<file path="config.mk">
export PLATFORM = sky130hd
export DESIGN_NAME = fifobus_ctrl
export DESIGN_NICKNAME = d
export VERILOG_FILES = /design/src/rtl/fbc_pkg.sv /design/src/rtl/fbc_datapath.sv /design/src/rtl/fbc_control.sv /design/src/rtl/fifobus_ctrl.sv
export SDC_FILE = /design/constraint.sdc
export NUM_CORES = 1
export LEC_CHECK = 0
export BUFFER_PORTS_ARGS = -buffer_cell sky130_fd_sc_hd__buf_2
export CAP_MARGIN = 20
export CORE_MARGIN = 2
export CORE_UTILIZATION = 53
export CTS_BUF_LIST = sky130_fd_sc_hd__clkbuf_8 sky130_fd_sc_hd__clkbuf_16
export CTS_CLUSTER_DIAMETER = 60
export DETAILED_ROUTE_END_ITERATION = 10
export GPL_ROUTABILITY_DRIVEN = 1
export PLACE_DENSITY_LB_ADDON = 0.08
export SYNTH_ARGS = -nofsm -noshare
export SYNTH_HDL_FRONTEND = slang
export SYNTH_HIERARCHICAL = 1
export SYNTH_SLANG_ARGS = --single-unit
</file>
<file path="constraint.sdc">
create_clock -name clk -period 2.9 [get_ports clk]
set_input_delay 0.58 -clock clk [delete_from_list [all_inputs] [get_ports clk]]
set_output_delay 0.58 -clock clk [all_outputs]
set_load 0.03 [all_outputs]
</file>
<file path="src/rtl/fbc_pkg.sv">
package fbc_pkg;

  // Round a nanosecond limit up to whole clock cycles, never below one.
  function automatic int nsCycles(input int ns, input int clkNs);
    int c;
    c = (ns + clkNs - 1) / clkNs;
    return (c < 1) ? 1 : c;
  endfunction

  function automatic int maxOf(input int a, input int b);
    return (a > b) ? a : b;
  endfunction

  // Strobes from the sequencer to the datapath.
  typedef struct packed {
    logic capRx;     // latch busIn into the receive register
    logic loadTx;    // latch txData into the transmit register
    logic driveBus;  // enable the bus output
  } ctl_t;

  typedef enum logic [2:0] {
    ST_IDLE,
    ST_RD_SETUP,
    ST_RD_HOLD,
    ST_RD_TURN,
    ST_WR_SETUP,
    ST_WR_PULSE,
    ST_WR_END,
    ST_WAKE
  } state_t;

endpackage

</file>
<file path="src/rtl/fbc_datapath.sv">
module fbc_datapath
  import fbc_pkg::*;
#(
  parameter int DATA_W      = 8,
  parameter int SYNC_STAGES = 2,
  parameter int RECOV       = 5
) (
  input  logic              clk,
  input  logic              rst_n,
  input  logic [DATA_W-1:0] busIn,
  output logic [DATA_W-1:0] busOut,
  output logic              busOe,
  input  logic              rxAvailN,
  input  logic              txRoomN,
  input  ctl_t              ctl,
  output logic              rxOk,
  output logic              txOk,
  output logic [DATA_W-1:0] rxData,
  output logic              rxValid,
  input  logic              rxReady,
  input  logic [DATA_W-1:0] txData
);

  localparam int RW = $clog2(RECOV + 1);

  logic [1:0] rawN;
  logic [1:0] flagOk;
  assign rawN = {txRoomN, rxAvailN};

  // One synchroniser plus recovery timer for each chip flag.
  for (genvar g = 0; g < 2; g++) begin : gFlag
    logic [SYNC_STAGES-1:0] shReg;
    logic                   prevS;
    logic [RW-1:0]          recCnt;
    logic                   flagS;

    assign flagS = shReg[SYNC_STAGES-1];

    always_ff @(posedge clk or negedge rst_n) begin
      if (!rst_n) begin
        shReg  <= '1;
        prevS  <= 1'b1;
        recCnt <= '0;
      end else begin
        shReg <= {shReg[SYNC_STAGES-2:0], rawN[g]};
        prevS <= flagS;
        if (flagS && !prevS)
          recCnt <= RW'(RECOV);
        else if (recCnt != '0)
          recCnt <= recCnt - 1'b1;
      end
    end

    assign flagOk[g] = !flagS && (recCnt == '0);
  end

  assign rxOk = flagOk[0];
  assign txOk = flagOk[1];

  logic [DATA_W-1:0] txReg;

  always_ff @(posedge clk or negedge rst_n) begin
    if (!rst_n) begin
      rxData  <= '0;
      rxValid <= 1'b0;
      txReg   <= '0;
    end else begin
      if (ctl.capRx) begin
        rxData  <= busIn;
        rxValid <= 1'b1;
      end else if (rxValid && rxReady) begin
        rxValid <= 1'b0;
      end
      if (ctl.loadTx)
        txReg <= txData;
    end
  end

  assign busOut = txReg;
  assign busOe  = ctl.driveBus;

endmodule

</file>
<file path="src/rtl/fbc_control.sv">
module fbc_control
  import fbc_pkg::*;
#(
  parameter int RD_HALF  = 2,
  parameter int SETUP    = 1,
  parameter int WR_WIDTH = 3,
  parameter int TURN     = 2,
  parameter int WAKE_LEN = 25,
  parameter int GUARD    = 2
) (
  input  logic clk,
  input  logic rst_n,
  input  logic rxOk,
  input  logic txOk,
  input  logic rxValid,
  input  logic txValid,
  output logic txReady,
  output ctl_t ctl,
  output logic rdN,
  output logic wrN,
  output logic wakeN
);

  localparam int TURN_LEN = TURN + GUARD;
  localparam int MAX_LEN  = maxOf(maxOf(maxOf(RD_HALF, SETUP), maxOf(WR_WIDTH, TURN_LEN)),
                                  maxOf(WAKE_LEN, GUARD));
  localparam int CW       = $clog2(MAX_LEN + 1);

  state_t        state, nxt;
  logic [CW-1:0] cnt;
  logic [CW-1:0] len;
  logic          load;
  logic          flushPend;
  logic          done;

  assign done = (cnt == '0);

  always_comb begin
    nxt     = state;
    load    = 1'b0;
    len     = CW'(1);
    ctl     = '0;
    txReady = 1'b0;
    unique case (state)
      ST_IDLE: begin
        if (rxOk && !rxValid) begin
          nxt = ST_RD_SETUP; load = 1'b1; len = CW'(RD_HALF);
        end else if (txOk && txValid) begin
          txReady    = 1'b1;
          ctl.loadTx = 1'b1;
          nxt = ST_WR_SETUP; load = 1'b1; len = CW'(SETUP);
        end else if (flushPend && !txValid) begin
          nxt = ST_WAKE; load = 1'b1; len = CW'(WAKE_LEN);
        end
      end
      ST_RD_SETUP: if (done) begin
        ctl.capRx = 1'b1;
        nxt = ST_RD_HOLD; load = 1'b1; len = CW'(RD_HALF);
      end
      ST_RD_HOLD: if (done) begin
        nxt = ST_RD_TURN; load = 1'b1; len = CW'(TURN_LEN);
      end
      ST_RD_TURN: if (done) nxt = ST_IDLE;
      ST_WR_SETUP: begin
        ctl.driveBus = 1'b1;
        if (done) begin nxt = ST_WR_PULSE; load = 1'b1; len = CW'(WR_WIDTH); end
      end
      ST_WR_PULSE: begin
        ctl.driveBus = 1'b1;
        if (done) begin nxt = ST_WR_END; load = 1'b1; len = CW'(GUARD); end
      end
      ST_WR_END: begin
        ctl.driveBus = 1'b1;
        if (done) nxt = ST_IDLE;
      end
      ST_WAKE: if (done) nxt = ST_IDLE;
      default: nxt = ST_IDLE;
    endcase
  end

  always_ff @(posedge clk or negedge rst_n) begin
    if (!rst_n) begin
      state     <= ST_IDLE;
      cnt       <= '0;
      flushPend <= 1'b0;
    end else begin
      state <= nxt;
      if (load)
        cnt <= len - 1'b1;
      else if (!done)
        cnt <= cnt - 1'b1;
      if (state == ST_WR_END && done)
        flushPend <= 1'b1;
      else if (nxt == ST_WAKE && state == ST_IDLE)
        flushPend <= 1'b0;
    end
  end

  assign rdN   = !(state == ST_RD_SETUP || state == ST_RD_HOLD);
  assign wrN   = !(state == ST_WR_PULSE);
  assign wakeN = !(state == ST_WAKE);

endmodule

</file>
<file path="src/rtl/fifobus_ctrl.sv">
module fifobus_ctrl
  import fbc_pkg::*;
#(
  parameter int DATA_W      = 8,
  parameter int CLK_NS      = 10,
  parameter int SYNC_STAGES = 2
) (
  input  logic              clk,
  input  logic              rst_n,
  input  logic [DATA_W-1:0] busIn,
  output logic [DATA_W-1:0] busOut,
  output logic              busOe,
  input  logic              rxAvailN,
  input  logic              txRoomN,
  output logic              rdN,
  output logic              wrN,
  output logic              wakeN,
  output logic [DATA_W-1:0] rxData,
  output logic              rxValid,
  input  logic              rxReady,
  input  logic [DATA_W-1:0] txData,
  input  logic              txValid,
  output logic              txReady
);

  localparam int RD_HALF  = nsCycles(15, CLK_NS);
  localparam int SETUP    = nsCycles(5, CLK_NS);
  localparam int WR_WIDTH = nsCycles(30, CLK_NS);
  localparam int TURN     = nsCycles(14, CLK_NS);
  localparam int RECOV    = nsCycles(49, CLK_NS);
  localparam int WAKE_LEN = nsCycles(250, CLK_NS);

  ctl_t ctl;
  logic rxOk;
  logic txOk;

  fbc_datapath #(
    .DATA_W(DATA_W), .SYNC_STAGES(SYNC_STAGES), .RECOV(RECOV)
  ) u_dp (
    .clk(clk), .rst_n(rst_n), .busIn(busIn), .busOut(busOut), .busOe(busOe),
    .rxAvailN(rxAvailN), .txRoomN(txRoomN), .ctl(ctl), .rxOk(rxOk), .txOk(txOk),
    .rxData(rxData), .rxValid(rxValid), .rxReady(rxReady), .txData(txData)
  );

  fbc_control #(
    .RD_HALF(RD_HALF), .SETUP(SETUP), .WR_WIDTH(WR_WIDTH), .TURN(TURN),
    .WAKE_LEN(WAKE_LEN), .GUARD(SYNC_STAGES)
  ) u_ctl (
    .clk(clk), .rst_n(rst_n), .rxOk(rxOk), .txOk(txOk), .rxValid(rxValid),
    .txValid(txValid), .txReady(txReady), .ctl(ctl), .rdN(rdN), .wrN(wrN),
    .wakeN(wakeN)
  );

endmodule

</file>
==> results.md, run 1 <==
- Status: finished clean
- Synth area leader: dfrtp_1
- Clk_lat worst skew: 0.29 ns
- Vias in the first global route: 1,401
- Worst EP required: 3.11 ns
- Crit share post-route: 92.1%
- DR iter-0 viols: 93
- Clock slew at reported path FFs: 0.07 ns
- Util after Layout: 64.3%
- Sink Count: 38
- Synthesized area: just under 0.002 mm2
- Ports: 44
- Post-synth EDFFs: 0
- Final WL: between 3 and 4 mm
- Post-synthesis sequential area ratio: 49.1%
- GRT overflow: 0
- Largest net degree at the start of global routing: 39
- Syn nets: 196
- Die footprint: 0.00419 mm2
- Diode count: 0
- Total CTS buffers: 5
- Post-Place Cell Area: 0.00220 mm2
- Avg Cell Area, Syn: 11.6 um2
- Worst VDD drop: 0.489 mV
- Initial Utilization: 54.2%
- # fillers: 279
- Total GRT Usage: 19.4%
- Drc violations: 0
- Critical path endpoint category: flop
- Final Total Pwr: 2.37 mW
- CP arrival: 2.88 ns
- Share of cells above drive strength 1: 41.5%
- Cell variety after synth: 45
- Half-perimeter wire length after placement: 2.59 mm
- Via count: 1,442
- H-tree depth: 2
- Critical path class: flop to flop
- Leak: 1.15 nW
- Fin area: ~0.0023 mm2
- Drt wl/cell: 13.4 um
- HP Class: flop to flop
- Clk_skew: 0.00727 ns
- Top_reg_cell synth: dfrtp_1
- Final min period: approximately 2.7 ns
- Seq cells post-synth: 38
- CTS root buffer: clkbuf_8
- Area Overhead vs Synth: 18.6%
- FF-to-FF path depth: 14
- Synth top area share: 41.0%
- Yosys warns: 6
- CTS tree: built
- RSZ-0062 raised after global routing: no
- Worst slack at placement: 0.0647 ns
- F_max: between 300 and 400 MHz
- Cell Pwr Density: 1020 mW/mm2
- Height of the die: 64.7 um
- Die width: 64.7 um
- Final setup viols: 0
- Final hold vios: 0
- Std-Cell Rows: 22
- TNS Setup: 0 ns
- Synth top area cells: dfrtp_1 41%, mux2_4 13%, dfstp_2 8.1%, ha_1 3.2%, nand2_1 2.7%
- WHS Path Cells: 0
- Crit Path Max Fanout: 6
- Initial antenna violation count: 0
- Fraction of registers with async set/reset: 100%
- Port Buf Inserts: 43
- Vias/cell: 5.44
- Worst slew margin: 46.4%
- Clock Tree Buf Depth: 2
- Worst setup margin: 0.228 ns
- Post-route ant nets: 0
- Final GP Congestion: roughly 0.89
- Max-slew violation count: 0
- Slew @ Worst Pin: 0.805 ns
- Cells after Synth: 169
- Critical path launch point type: flop
- Nets: 244
- Core area: around 0.0036 mm2
- Area occupied by multi-input gates: 915 um2
- CTS Hold Bufs: 0
- # Max-Cap Violations: 0
- Pre-antenna DRT Iters: 4
- Reg area: ~960 um2
- First-pass GRT wire length: around 6.3 mm
## layout by cell type, fill, tap and decap left out, types with 6 or more instances in the layout
cell type,instances
a21oi_1,7
nor2_1,11
inv_1,7
o21ai_0,6
clkbuf_8,6
dfrtp_1,32
dfstp_2,6
buf_2,43
nand2b_1,6
buf_4,8
nand2_1,14
mux2_4,17
## registers in the layout, summed over array words and instances, names as in the netlist
name,flops
u_dp/rxData,8
u_dp/gFlag.shReg,4
u_ctl/flushPend,1
u_ctl/state,3
u_dp/rxValid,1
u_dp/busOut,8
u_ctl/cnt,5
u_dp/gFlag.prevS,2
u_dp/gFlag.recCnt,6
## final cells by class
cell class / count / share of cell area (%)
Multi-Input combinational cell: 115 / 39.5
Sequential cell: 38 / 41.4
Clock buffer: 6 / 3.56
Clock inverter: 1 / 0.162
Inverter: 6 / 0.972
Timing Repair Buffer: 51 / 11.9
Tap cell: 48 / 2.59
## through the flow
step	instances	hold WS (ns)
after floorplan	169	0.284
after global placement	255	0.346
final	265	0.361
after CTS	262	0.363
after global routing	265	0.368
after detailed placement	255	0.353
## cells in the mapped netlist, types with 4 or more instances
library cell / instances
nor2_1: 11
mux2i_1: 4
nand3_1: 4
mux2_4: 17
nand2b_1: 6
buf_6: 4
nand2_1: 14
inv_1: 6
o21ai_0: 8
dfstp_2: 6
a21oi_1: 7
ha_1: 5
dfrtp_1: 32
## cell families (layout without fill, tap and decap cells)
| group | after synthesis | in the layout | share of synthesized area, % |
|---|---|---|---|
| xor+xnor | 3 | 3 | 1.35 |
| mux | 21 | 21 | 15.1 |
| simple gates | 50 | 50 | 13.5 |
| flops | 38 | 38 | 49.1 |
| buf+inv | 16 | 64 | 5.19 |
| fa+ha+maj | 5 | 5 | 3.20 |
| compound gates | 36 | 36 | 12.6 |
## repair_timing
item | 4_1_cts | 5_1_grt
setup endpoints to repair | 0 | 1
resized for setup | 0 | 4
buffers inserted | 0 | 3
## critical path: stages (launching register included)
cell and delay [ns]:
dfrtp_1 0.37, inv_1 0.07, ha_1 0.24, nand2b_4 0.10
nor2_1 0.06, mux2_4 0.28, o21ai_4 0.20, o21ai_1 0.12
o21ai_1 0.14, a32oi_1 0.07, ha_2 0.24, a32o_1 0.23
a211oi_2 0.19, o311ai_1 0.12, a21oi_1 0.16
## routing by layer
metal  vias to the layer above  wire, um  GRT usage, %  share of wire [%]
met5                         -         0             0                  0
li1                        687         -             -                  -
met2                        74      1670          32.3                 47
met4                         0        61          5.59                1.7
met1                       672      1540          24.4                 43
met3                         9       280          5.90                7.9
## power by group
group          internal (mW)  switching [mW]
sequential             0.713           0.146
clock                  0.185           0.170
combinational          0.493           0.660
total                   1.39           0.976
## worst paths after layout
path	from	end	slack (ns)
max	u_dp/gFlag[1].recCnt[0]	u_ctl/cnt[4]	0.23
min	u_dp/gFlag[0].shReg[0]	u_dp/gFlag[0].shReg[1]	0.36
max reg2reg	u_dp/gFlag[1].recCnt[0]	u_ctl/cnt[4]	0.23
min reg2reg	u_dp/gFlag[0].shReg[0]	u_dp/gFlag[0].shReg[1]	0.36
max in group asynchronous	rst_n	u_dp/rxData[7]	2.01
min in group asynchronous	rst_n	u_ctl/cnt[2]	0.38
Note: power is estimated with default switching activity, not from simulation.
==> inputs of run 2 (changes only) <==
Settings changed: PLACE_DENSITY set to 0.8, PLACE_DENSITY_LB_ADDON 0.08 to not set.
==> run 2 against run 1 <==
Utilization up 0.14 points. Design area up 0.22%. Sequential share of layout area is 0.089 points lower. First-iteration DRC count is 18% higher. Hold slack worse by 0.0017 ns. Die area unchanged. Sequential power is essentially flat. Routed wire length fell by 0.62%. Flip-flop and latch count did not move. Critical path depth is 1 lower. Clock power rose by 23%. Critical path type unchanged. Critical endpoint unchanged.
==> results.md, run 2 (synthesis gave the netlist of run 1 again) <==
- Status: finished clean
- Core area: 0.00361 mm2 (unchanged)
- Vias/cell: 5.33 (-2.0%)
- RSZ-0062 raised after global routing: no
- Post-route ant nets: 0 (unchanged)
- Clk_lat worst skew: 0.28 ns (about the same)
- Placed instance count: 255 (unchanged)
- Die footprint: 0.00419 mm2 (unchanged)
- Clock Tree Buf Depth: 2 (unchanged)
- Max-slew violation count: 0 (unchanged)
- Fin cells: 263 (-0.75%)
- Port Buf Inserts: 43 (unchanged)
- Ports: 44 (unchanged)
- HP Class: flop to flop
- Vias in the first global route: 1,360 (-2.9%)
- Worst VDD drop: 0.618 mV (+26%)
- Cell Pwr Density: 1050 mW/mm2 (+2.8%)
- Die width: 64.7 um (unchanged)
- Drc violations: 0 (unchanged)
- Initial antenna violation count: 0 (unchanged)
- H-tree depth: 2 (unchanged)
- Final WL: 3.53 mm (-0.62%)
- Clock slew at reported path FFs: 0.07 ns (about the same)
- Pre-antenna DRT Iters: 4 (unchanged)
- Largest net degree at the start of global routing: 39 (unchanged)
- Total GRT Usage: 18.8% (-0.66 points)
- Worst EP required: 3.11 ns (about the same)
- Reg area: 958 um2 (unchanged)
- Via count: 1,402 (-2.8%)
- # Max-Cap Violations: 0 (unchanged)
- Most common cell after layout, fill and taps aside: buf_2
- Hold_ws: 0.359 ns (-0.00173 ns)
- Share of cells above drive strength 1: 41.4% (-0.079 points)
- Half-perimeter wire length after placement: 2.56 mm (-0.89%)
- F_max: 373 MHz (-0.24%)
- Crit Path Max Fanout: 6 (unchanged)
- First-pass GRT wire length: 5.94 mm (-5.1%)
- Std-Cell Rows: 22 (unchanged)
- Final hold vios: 0 (unchanged)
- CP arrival: 2.89 ns (about the same)
- DR iter-0 viols: 110 (+18%)
- Critical path endpoint category: flop
- Area Overhead vs Synth: 18.9%
- CTS tree: built
- CTS root buffer: clkbuf_8
- Drt wl/cell: 13.4 um (+0.14%)
- Diode count: 0 (unchanged)
- R2R setup slack: 0.22 ns (about the same)
- Sink Count: 38 (unchanged)
- Final GP Congestion: 0.842 (-5.5%)
- Total CTS buffers: 5 (unchanged)
- Crit share post-route: 92.4% (+0.23 points)
- Slew @ Worst Pin: 0.793 ns (-0.0116 ns)
- Nets: 241 (-1.2%)
- Worst slew margin: 47.1% (+0.77 points)
- Area occupied by multi-input gates: 915 um2 (unchanged)
- Util after Layout: 64.4% (+0.14 points)
- # fillers: 297 (+6.5%)
- CTS Hold Bufs: 0 (unchanged)
- GRT overflow: 0 (unchanged)
- Critical path class: flop to flop
- Clk_skew: 0.00508 ns (-0.00219 ns)
- Critical path launch point type: flop
- Height of the die: 64.7 um (unchanged)
- Final min period: 2.68 ns (+0.00655 ns)
- Leak: 1.14 nW (-0.93%)
- Most frequent cells in the layout: 43 x buf_2, 32 x dfrtp_1, 17 x mux2_4
- Initial Utilization: 54.2% (unchanged)
- Final setup viols: 0 (unchanged)
- TNS Setup: 0 ns (unchanged)
run 2: metal layers:
layer / GRT usage (%) / vias to the layer above / wire length [um]
met5: 0 / - / 0
met4: 7.18 / 0 / 23
met3: 6.08 / 2 / 265
met2: 29.4 / 50 / 1650
met1: 24.2 / 672 / 1600
li1: - / 678 / -
run 2: area by class of cell:
cell class | count | share of cell area (%)
clock buffers | 5 | 2.96
flip-flops and latches | 38 | 41.3
clock inverters | 3 | 1.94
repair buffers | 48 | 10.9
well taps | 48 | 2.59
inverters | 6 | 0.970
multi-input cells | 115 | 39.4
run 2: path summary, 6_finish.rpt:
check / from / endpoint / cells after the start
hold reg to reg: u_dp/gFlag[1].shReg[0] / u_dp/gFlag[1].shReg[1] / 0
hold / removal: u_dp/gFlag[1].shReg[0] / u_dp/gFlag[1].shReg[1] / 0
min in group asynchronous: rst_n / u_ctl/state[0] / 1
max in group asynchronous: rst_n / u_ctl/cnt[3] / 1
setup / recovery: u_dp/gFlag[0].recCnt[0] / u_ctl/cnt[4] / 13
setup reg to reg: u_dp/gFlag[0].recCnt[0] / u_ctl/cnt[4] / 13
run 2: through the flow:
stage / instance area (um2) / total power [mW] / worst slack [ns]
2_1_floorplan: 1950 / 1.73 / 0.351
3_3_place_gp: 2200 / 1.96 / 0.221
3_5_place_dp: 2200 / 2.00 / 0.103
4_1_cts: 2310 / 2.45 / 0.0906
5_1_grt: 2320 / 2.62 / 0.0186
6_report: 2320 / 2.44 / 0.222
run 2: worst max-delay path, cell delays in order, from the launching register on:
cell and delay, ns:
dfrtp_1 0.40, inv_1 0.09, ha_1 0.23, nand2b_4 0.08
nor2_1 0.12, nor2b_1 0.34, o21ai_4 0.14, o21ai_1 0.14
a32oi_1 0.14, ha_2 0.25, a32o_1 0.22, a211oi_2 0.19
o311ai_1 0.12, a21oi_1 0.15
run 2: report_power, final:
group          total (mW)  internal, mW  switching [mW]  leakage [nW]
registers           0.856         0.712           0.143         0.469
logic                1.15         0.486           0.661         0.622
clock network       0.435         0.256           0.180        0.0504
total                2.44          1.45           0.985          1.14
run 2: what timing repair did:
action	in CTS	in global routing
endpoints found under the setup margin	0	1
gates resized for setup	0	4
buffers inserted	0	0
